$ cat config.mk
export PLATFORM = sky130hd
export DESIGN_NAME = xtalk_class_detect
export DESIGN_NICKNAME = d
export VERILOG_FILES = /design/src/rtl/xtalk_pkg.sv /design/src/rtl/xtalk_edge_detect.sv /design/src/rtl/xtalk_window_classify.sv /design/src/rtl/xtalk_flag_merge.sv /design/src/rtl/xtalk_class_detect.sv
export SDC_FILE = /design/constraint.sdc
export NUM_CORES = 1
export LEC_CHECK = 0
export CORE_AREA = 2 2 39 41
export DETAILED_ROUTE_END_ITERATION = 10
export DIE_AREA = 0 0 41 43
export DONT_BUFFER_PORTS = 1
export GPL_TIMING_DRIVEN = 0
export PLACE_DENSITY = 0.45
export RECOVER_POWER = 100
export SYNTH_ARGS = -nofsm -noshare
export SYNTH_HDL_FRONTEND = slang
export SYNTH_SLANG_ARGS = --single-unit
$ cat constraint.sdc
create_clock -name vclk -period 2.75
set_clock_uncertainty 0.15 [all_clocks]
set_input_delay 0.55 -clock vclk [all_inputs]
set_output_delay 0.55 -clock vclk [all_outputs]
set_load 0.005 [all_outputs]
$ cat src/rtl/xtalk_pkg.sv
package xtalk_pkg;
  localparam int BUS_W     = 4;
  localparam int WIN_W     = 3;
  localparam int NUM_CLASS = 5;
  localparam int NUM_WIN   = BUS_W - WIN_W + 1;

  typedef enum int {
    CLS_UNIFORM = 0,
    CLS_CENTRE  = 1,
    CLS_MIXED   = 2,
    CLS_SPLIT   = 3,
    CLS_ALTERN  = 4
  } couplingClassE;

  // strobes from one window's classifier to the flag merge
  typedef struct packed {
    logic altern;
    logic split;
    logic mixed;
    logic centre;
    logic uniform;
  } winHitT;
endpackage

$ cat src/rtl/xtalk_edge_detect.sv
module xtalk_edge_detect #(
  parameter int WIDTH = 4
) (
  input  logic [WIDTH-1:0] prevWord,
  input  logic [WIDTH-1:0] curWord,
  output logic [WIDTH-1:0] riseVec,
  output logic [WIDTH-1:0] fallVec
);
  always_comb begin
    riseVec = ~prevWord & curWord;
    fallVec = prevWord & ~curWord;
  end

  always_comb begin

    r2_no_dual_edge_chk: assert ((riseVec & fallVec) == '0)
      else $error("wire shows rise and fall together");

    r1_edges_cover_change_chk: assert ((riseVec | fallVec) == (prevWord ^ curWord))
      else $error("edge vectors disagree with changed bits");
  end
endmodule

$ cat src/rtl/xtalk_window_classify.sv
module xtalk_window_classify
  import xtalk_pkg::*;
(
  input  logic [2:0] winRise,
  input  logic [2:0] winFall,
  output winHitT     hit
);
  logic quietA, quietC, quietB, centreMoves;
  logic sameAC, sameBC, oppAC, oppBC;

  always_comb begin
    quietA      = ~winRise[0] & ~winFall[0];
    quietC      = ~winRise[1] & ~winFall[1];
    quietB      = ~winRise[2] & ~winFall[2];
    centreMoves = ~quietC;
    sameAC = (winRise[0] & winRise[1]) | (winFall[0] & winFall[1]);
    sameBC = (winRise[2] & winRise[1]) | (winFall[2] & winFall[1]);
    oppAC  = (winRise[0] & winFall[1]) | (winFall[0] & winRise[1]);
    oppBC  = (winRise[2] & winFall[1]) | (winFall[2] & winRise[1]);

    hit.uniform = (sameAC & sameBC) | (quietA & quietC & quietB);
    hit.centre  = centreMoves & ~oppAC & ~oppBC & (quietA | quietB);
    hit.mixed   = centreMoves & ((oppAC & sameBC) | (oppBC & sameAC));
    hit.split   = centreMoves & ((oppAC & quietB) | (oppBC & quietA));
    hit.altern  = oppAC & oppBC;
  end

  always_comb begin

    r9_single_class_chk: assert ($onehot0(hit))
      else $error("window raised more than one class");

    r9_still_centre_chk: assert (!(quietC && !(quietA && quietB)) || hit == '0)
      else $error("still centre raised a class");
  end
endmodule

$ cat src/rtl/xtalk_flag_merge.sv
module xtalk_flag_merge
  import xtalk_pkg::*;
#(
  parameter int NWIN = 2
) (
  input  winHitT [NWIN-1:0]      winHits,
  output logic   [NUM_CLASS-1:0] classFlag
);
  always_comb begin
    classFlag = '0;
    for (int w = 0; w < NWIN; w++) begin
      classFlag[CLS_UNIFORM] |= winHits[w].uniform;
      classFlag[CLS_CENTRE]  |= winHits[w].centre;
      classFlag[CLS_MIXED]   |= winHits[w].mixed;
      classFlag[CLS_SPLIT]   |= winHits[w].split;
      classFlag[CLS_ALTERN]  |= winHits[w].altern;
    end
  end

  always_comb begin

    r8_flags_bounded_chk: assert ($countones(classFlag) <= NWIN)
      else $error("more classes than windows");
  end
endmodule

$ cat src/rtl/xtalk_class_detect.sv
module xtalk_class_detect
  import xtalk_pkg::*;
(
  input  logic [BUS_W-1:0]     prevWord,
  input  logic [BUS_W-1:0]     curWord,
  output logic [NUM_CLASS-1:0] classFlag,
  output logic [2*BUS_W-1:0]   transVec
);
  logic   [BUS_W-1:0]   riseVec, fallVec;
  winHitT [NUM_WIN-1:0] winHits;

  xtalk_edge_detect #(.WIDTH(BUS_W)) u_edges (
    .prevWord(prevWord), .curWord(curWord),
    .riseVec(riseVec), .fallVec(fallVec)
  );

  for (genvar w = 0; w < NUM_WIN; w++) begin : g_win
    xtalk_window_classify u_cls (
      .winRise(riseVec[w +: WIN_W]),
      .winFall(fallVec[w +: WIN_W]),
      .hit(winHits[w])
    );
  end

  xtalk_flag_merge #(.NWIN(NUM_WIN)) u_merge (
    .winHits(winHits), .classFlag(classFlag)
  );

  assign transVec = {fallVec, riseVec};

  always_comb begin

    r3_static_bus_chk: assert (prevWord != curWord || classFlag == 5'b00001)
      else $error("static bus did not give uniform class only");

    r10_any_flag_chk: assert (prevWord == curWord || transVec != '0)
      else $error("changed word produced no transitions");
  end
endmodule

==> flow_metrics.env, run 1 <==
export IMPL_cts_repair_resize_count=0
export IMPL_max_cap_violations=0
export IMPL_grt_pass1_wl_um=1250
export IMPL_met2_wirelength_um=416
export IMPL_cts_hold_buffers=0
export IMPL_utilization_pct=26.7
export IMPL_post_synthesis_cell_type_with_the_largest_combined_area="sky130_fd_sc_hd__ha_1"
export IMPL_timing_critical_path_required_ns=2.05
export IMPL_num_fill_cells=149
export IMPL_drt_wl_cell_um=13.5
export IMPL_synth_top_cells_by_area="sky130_fd_sc_hd__ha_1, sky130_fd_sc_hd__a22oi_1, sky130_fd_sc_hd__inv_1"
export IMPL_width_of_the_chip_um=41
export IMPL_post_synth_num_cell_types=15
export IMPL_final_clkbuf_count=0
export IMPL_report_final_slew_viol_count=0
export IMPL_timing_final_crit_period_ns=2.14
export IMPL_highest_layer="met3"
export IMPL_critical_path_startpoint_type="input port"
export IMPL_grt_max_degree=7
export IMPL_num_rows=14
export IMPL_grt_usage_pct=9.49
export IMPL_drt_met1_wl_um=355
export IMPL_hold_path_startpoint="prevWord[1]"
export IMPL_synth_top_area_share_pct=43.0
export IMPL_design_die_area_mm2=0.00176
export IMPL_first_global_vias=311
export IMPL_peak_vdd_ir_uv=48.7
export IMPL_max_stage_delay_ns=0.29
export IMPL_floorplan_io_pins=21
export IMPL_die_height_um=43
export IMPL_grt_setup_unrepaired="false"
export IMPL_worst_path_max_fanout=4
export IMPL_critPathCaptureType="primary output"
export IMPL_num_nets_final=66
export IMPL_placed_area_um2=369
export IMPL_post_route_cell_area_um2=369
export IMPL_share_of_the_clock_period_used_by_the_worst_path_pct=77.8
export IMPL_fin_hold_ws_ns=1.13
export IMPL_area_growth_pct=5.73
export IMPL_detailroute_wirelength_met3_um=40
export IMPL_layout_commonest_cell="sky130_fd_sc_hd__ha_1"
export IMPL_tns_ns=0
export IMPL_antenna_cells=0
export IMPL_run_status="complete, no violations"
export IMPL_cts_setup_buffers=0
export IMPL_max_freq_ghz=0.468
export IMPL_regArea_um2=0
export IMPL_globalplace_congestion=0.743
export IMPL_crit_slowest_cell="sky130_fd_sc_hd__a22o_2"
export IMPL_postSynthNetCount=64
export IMPL_drt_initial_drc_count=6
export IMPL_crit_path_cell_trace="inv_1 > ha_1 > a22o_2 > a22oi_1 > o22ai_1"
export IMPL_worstHoldEndpoint="transVec[5]"
export IMPL_via_count=321
export IMPL_drive_above_1_share_pct=4.55
export IMPL_first_pass_iters=2
export IMPL_post_drt_via_cell_ratio=5.35
export IMPL_hpwl_um=719
export IMPL_worst_ep_arrival_time_ns=1.44
export IMPL_synthesis_instances=44
export IMPL_synth_seq_area_share_pct=0
export IMPL_netlist_area_um2=349
export IMPL_timing_hold_worst_class="in -> out"
export IMPL_cellPowerDensity_mw_per_mm2=144
export IMPL_remaining_number_of_nets_flagged_by_the_antenna_check_after_routing=0
export IMPL_floorplan_initialDensity_pct=25.2
export IMPL_grt_antenna_before_repair=0
export IMPL_hold_violations=0
export IMPL_leakagePower_nw=0.177
export IMPL_layout_cells_most_common_list="sky130_fd_sc_hd__ha_1, sky130_fd_sc_hd__inv_1, sky130_fd_sc_hd__a22oi_1"
export IMPL_remaining_drc_errors=0
export IMPL_number_of_warnings_issued_by_yosys=0
export IMPL_io_buffer_count=0
export IMPL_worst_slew_pin_transition_ns=0.280
export IMPL_finalSetupViolations=0
export IMPL_synth_area_per_cell_um2=7.93
export IMPL_route_final_wire_length_um=812
export IMPL_core_region_area_mm2=0.00138
export IMPL_globalRouteOverflowTotal=0
export IMPL_n_sequential_cell=0
export IMPL_worst_slew_margin_rel_pct=81.1
export IMPL_worstSetupPathType="in -> out"
export IMPL_holdPathStages=1
-- kinds of logic (layout without fill, tap and decap cells) --
| logic type | Yosys count | after routing | synth area share, % |
|---|---|---|---|
| AO/OA/AOI/OAI | 19 | 19 | 41.6 |
| adder cells (fa/ha/maj) | 12 | 12 | 43.0 |
| buffers and inverters | 8 | 8 | 8.60 |
| AND/OR/NAND/NOR | 5 | 5 | 6.81 |
-- critical path, delay by kind of cell --
family | cells | cell delay, ns
buffers and inverters | 1 | 0.03
adder cells (fa/ha/maj) | 1 | 0.24
AO/OA/AOI/OAI | 3 | 0.62
-- worst max path at each step --
stage	start	slack, ns	endpoint	cells past startpoint
floorplan	prevWord[2]	0.68	classFlag[1]	5
CTS	prevWord[1]	0.59	classFlag[1]	5
detailed placement	prevWord[1]	0.59	classFlag[1]	5
finish	prevWord[1]	0.61	classFlag[3]	5
global route	prevWord[2]	0.55	classFlag[2]	5
global placement	prevWord[1]	0.58	classFlag[1]	5
-- metal layers --
layer  vias up  global-route usage [%]
li1        167                       -
met1       148                    11.7
met2         6                    17.2
met3         0                    1.57
met4         0                       0
met5         -                       0
-- metrics by stage --
stage	std cells	setup WS (ns)	total power, mW
after detailed placement	60	0.595	0.0537
after CTS	60	0.595	0.0539
after global routing	60	0.551	0.0587
final	60	0.612	0.0531
after global placement	60	0.584	0.0537
after floorplan	44	0.682	0.0438
-- cells in the mapped netlist --
cell                        number
sky130_fd_sc_hd__o21ai_0         1
sky130_fd_sc_hd__o21a_1          1
sky130_fd_sc_hd__nor2_1          2
sky130_fd_sc_hd__a21oi_1         1
sky130_fd_sc_hd__nor2b_1         1
sky130_fd_sc_hd__ha_1           12
sky130_fd_sc_hd__o211ai_1        1
sky130_fd_sc_hd__o22a_1          1
sky130_fd_sc_hd__inv_1           8
sky130_fd_sc_hd__a22o_2          2
sky130_fd_sc_hd__nor3_1          2
sky130_fd_sc_hd__a2bb2oi_1       1
sky130_fd_sc_hd__a22o_1          2
sky130_fd_sc_hd__a22oi_1         7
sky130_fd_sc_hd__o22ai_1         2
-- cell type report --
class	count	area [µm²]	area share, %
tap	16	20.0	5.42
multi-input combinational	36	319	86.4
inverter	8	30.0	8.14
-- where the power goes --
group,total [mW],internal [mW],switching [mW]
sequential,0,0,0
combinational,0.0531,0.0225,0.0305
clock,0,0,0
total,0.0531,0.0225,0.0305
Power figures use the tool's default switching activity.
==> run 2: changes to the inputs <==
Settings changed: ABC_AREA set to 1, CORE_AREA 2 2 39 41 to unset, CORE_MARGIN set to 2, CORE_UTILIZATION set to 30, DIE_AREA 0 0 41 43 to unset, PLACE_DENSITY 0.45 to 0.49.
Clock period 2.75 ns to 2.1 ns, I/O delays scaled along.
==> run 2 against run 1 <==
Core utilization is 8.3 points higher. Highest routed layer unchanged. Cell area grew 9.5%. Area after synthesis grew 11%. Combinational power increased by 22%. Total power grew 22%. Sequential share of layout area unchanged. Flip-flop and latch count unchanged.
==> flow_metrics.env, run 2 <==
export IMPL_critPathCaptureType="primary output"
export IMPL_die_height_um=40.0
export IMPL_drive_above_1_share_pct=0
export IMPL_timing_hold_worst_class="in -> out"
export IMPL_grt_usage_pct=11.8
export IMPL_first_pass_iters=4
export IMPL_report_final_slew_viol_count=0
export IMPL_first_global_vias=342
export IMPL_area_growth_pct=3.86
export IMPL_holdPathStages=1
export IMPL_width_of_the_chip_um=40.0
export IMPL_synth_simple_area_share_pct=45.0
export IMPL_post_synth_num_cell_types=11
export IMPL_synth_area_per_cell_um2=5.48
export IMPL_cts_hold_buffers=0
export IMPL_globalplace_congestion=0.718
export IMPL_dominant_combinational_cell_family_by_area_after_synthesis="simple AND/OR/NAND/NOR gates"
export IMPL_post_synth_xor_area_fraction_pct=0
export IMPL_finalSetupViolations=0
export IMPL_synth_top_area_share_pct=38.6
export IMPL_worst_slew_margin_rel_pct=86.3
export IMPL_synth_seq_area_share_pct=0
export IMPL_final_clkbuf_count=0
export IMPL_critical_path_startpoint_type="input port"
export IMPL_synth_top_cells_by_area="sky130_fd_sc_hd__ha_1, sky130_fd_sc_hd__nand2_1, sky130_fd_sc_hd__inv_1"
export IMPL_floorplan_initialDensity_pct=33.7
export IMPL_core_region_area_mm2=0.00116
export IMPL_drt_wl_cell_um=9.68
export IMPL_synth_area_in_compound_gates_pct=4.82
export IMPL_remaining_drc_errors=0
export IMPL_route_final_wire_length_um=823
export IMPL_cellPowerDensity_mw_per_mm2=160
export IMPL_timing_critical_path_required_ns=1.53
export IMPL_design_die_area_mm2=0.00160
export IMPL_drt_initial_drc_count=9
export IMPL_worst_slew_pin_transition_ns=0.205
export IMPL_via_count=382
export IMPL_number_of_warnings_issued_by_yosys=0
export IMPL_synthesis_instances=71
export IMPL_peak_vdd_ir_uv=44.9
export IMPL_hold_violations=0
export IMPL_grt_pass1_wl_um=1380
export IMPL_postSynthNetCount=91
export IMPL_synth_commonest_cells="sky130_fd_sc_hd__nand2_1, sky130_fd_sc_hd__ha_1, sky130_fd_sc_hd__inv_1"
export IMPL_crit_slowest_cell="sky130_fd_sc_hd__ha_1"
export IMPL_max_freq_ghz=0.561
export IMPL_antenna_cells=0
export IMPL_adder_cell_share_of_the_synthesized_area_pct=38.6
export IMPL_max_cap_violations=0
export IMPL_run_status="complete, no violations"
export IMPL_max_stage_delay_ns=0.22
export IMPL_cts_repair_resize_count=0
export IMPL_synth_mux_area_fraction_pct=0
export IMPL_timing_final_crit_period_ns=1.78
export IMPL_grt_antenna_before_repair=0
export IMPL_yosysMostFrequentCell="sky130_fd_sc_hd__nand2_1"
export IMPL_hold_path_startpoint="curWord[1]"
export IMPL_worstHoldEndpoint="transVec[1]"
export IMPL_leakagePower_nw=0.272
export IMPL_regArea_um2=0
export IMPL_worstSetupPathType="in -> out"
export IMPL_post_synthesis_cell_type_with_the_largest_combined_area="sky130_fd_sc_hd__ha_1"
export IMPL_worst_ep_arrival_time_ns=1.21
export IMPL_num_rows=12
export IMPL_cts_setup_buffers=0
export IMPL_worst_path_max_fanout=6
export IMPL_share_of_the_clock_period_used_by_the_worst_path_pct=84.8
export IMPL_io_buffer_count=0
export IMPL_post_drt_via_cell_ratio=4.49
export IMPL_globalRouteOverflowTotal=0
export IMPL_remaining_number_of_nets_flagged_by_the_antenna_check_after_routing=0
export IMPL_num_nets_final=93
export IMPL_layout_cells_most_common_list="sky130_fd_sc_hd__nand2_1, sky130_fd_sc_hd__inv_1, sky130_fd_sc_hd__ha_1"
export IMPL_final_instance_count_without_filler_cells=85
export IMPL_grt_max_degree=7
export IMPL_n_sequential_cell=0
export IMPL_layout_commonest_cell="sky130_fd_sc_hd__nand2_1"
export IMPL_number_of_instances_in_the_placed_design=85
export IMPL_netlist_area_um2=389
export IMPL_floorplan_io_pins=21
export IMPL_grt_setup_unrepaired="false"
export IMPL_hpwl_um=744
export IMPL_crit_path_cell_trace="inv_1 > ha_1 > nand2_1 > nand2_1 > inv_1 > a31oi_1"
export IMPL_tns_ns=0
## run 2: critical path, delay by kind of cell
family	cells	cell delay (ns)
AO/OA/AOI/OAI	1	0.20
buffers and inverters	2	0.14
adder cells (fa/ha/maj)	1	0.22
AND/OR/NAND/NOR	2	0.24
## run 2: worst max path at each step
| stage | slack, ns | cells past startpoint | from | end |
|---|---|---|---|---|
| final | 0.32 | 6 | prevWord[2] | classFlag[4] |
| after global routing | 0.21 | 8 | prevWord[2] | classFlag[3] |
| after CTS | 0.32 | 5 | prevWord[1] | classFlag[1] |
| after detailed placement | 0.33 | 5 | prevWord[1] | classFlag[1] |
| after global placement | 0.32 | 5 | prevWord[1] | classFlag[1] |
| after floorplan | 0.39 | 5 | prevWord[1] | classFlag[1] |
## run 2: area by class of cell
| type | count | area (µm²) |
|---|---|---|
| fill | 130 | 752 |
| multi-input combinational | 59 | 342 |
| inverter | 12 | 45.0 |
| tap | 14 | 17.5 |
## run 2: metal layers
layer | up-vias | share of wire, % | track usage [%]
met4 | 0 | 0 | 0
met5 | - | 0 | 0
li1 | 215 | - | -
met3 | 0 | 8.7 | 2.78
met2 | 11 | 44 | 19.8
met1 | 156 | 47 | 16.1
## run 2: report_power, final
part	total [mW]	leakage, nW	internal (mW)	switching [mW]
logic	0.0646	0.272	0.0242	0.0404
registers	0	0	0	0
clock network	0	0	0	0
total	0.0646	0.272	0.0242	0.0404
## run 2: logic make-up (layout without fill, tap and decap cells)
| logic type | count (synthesis) | in the layout |
|---|---|---|
| and+or+nand+nor | 44 | 44 |
| adders and majority gates | 12 | 12 |
| buffers and inverters | 12 | 12 |
| AOI/OAI and AO/OA | 3 | 3 |
## run 2: stage by stage
step                util, %  hold slack, ns  cell area, µm²  total power [mW]  setup slack [ns]
finish                 35.0           0.847             404            0.0646             0.319
global route           35.0           0.863             404            0.0767             0.211
CTS                    35.2           0.850             407            0.0663             0.322
detailed placement     35.2           0.850             407            0.0658             0.329
global placement       35.2           0.849             407            0.0663             0.322
floorplan                 -           0.838             389            0.0534             0.391
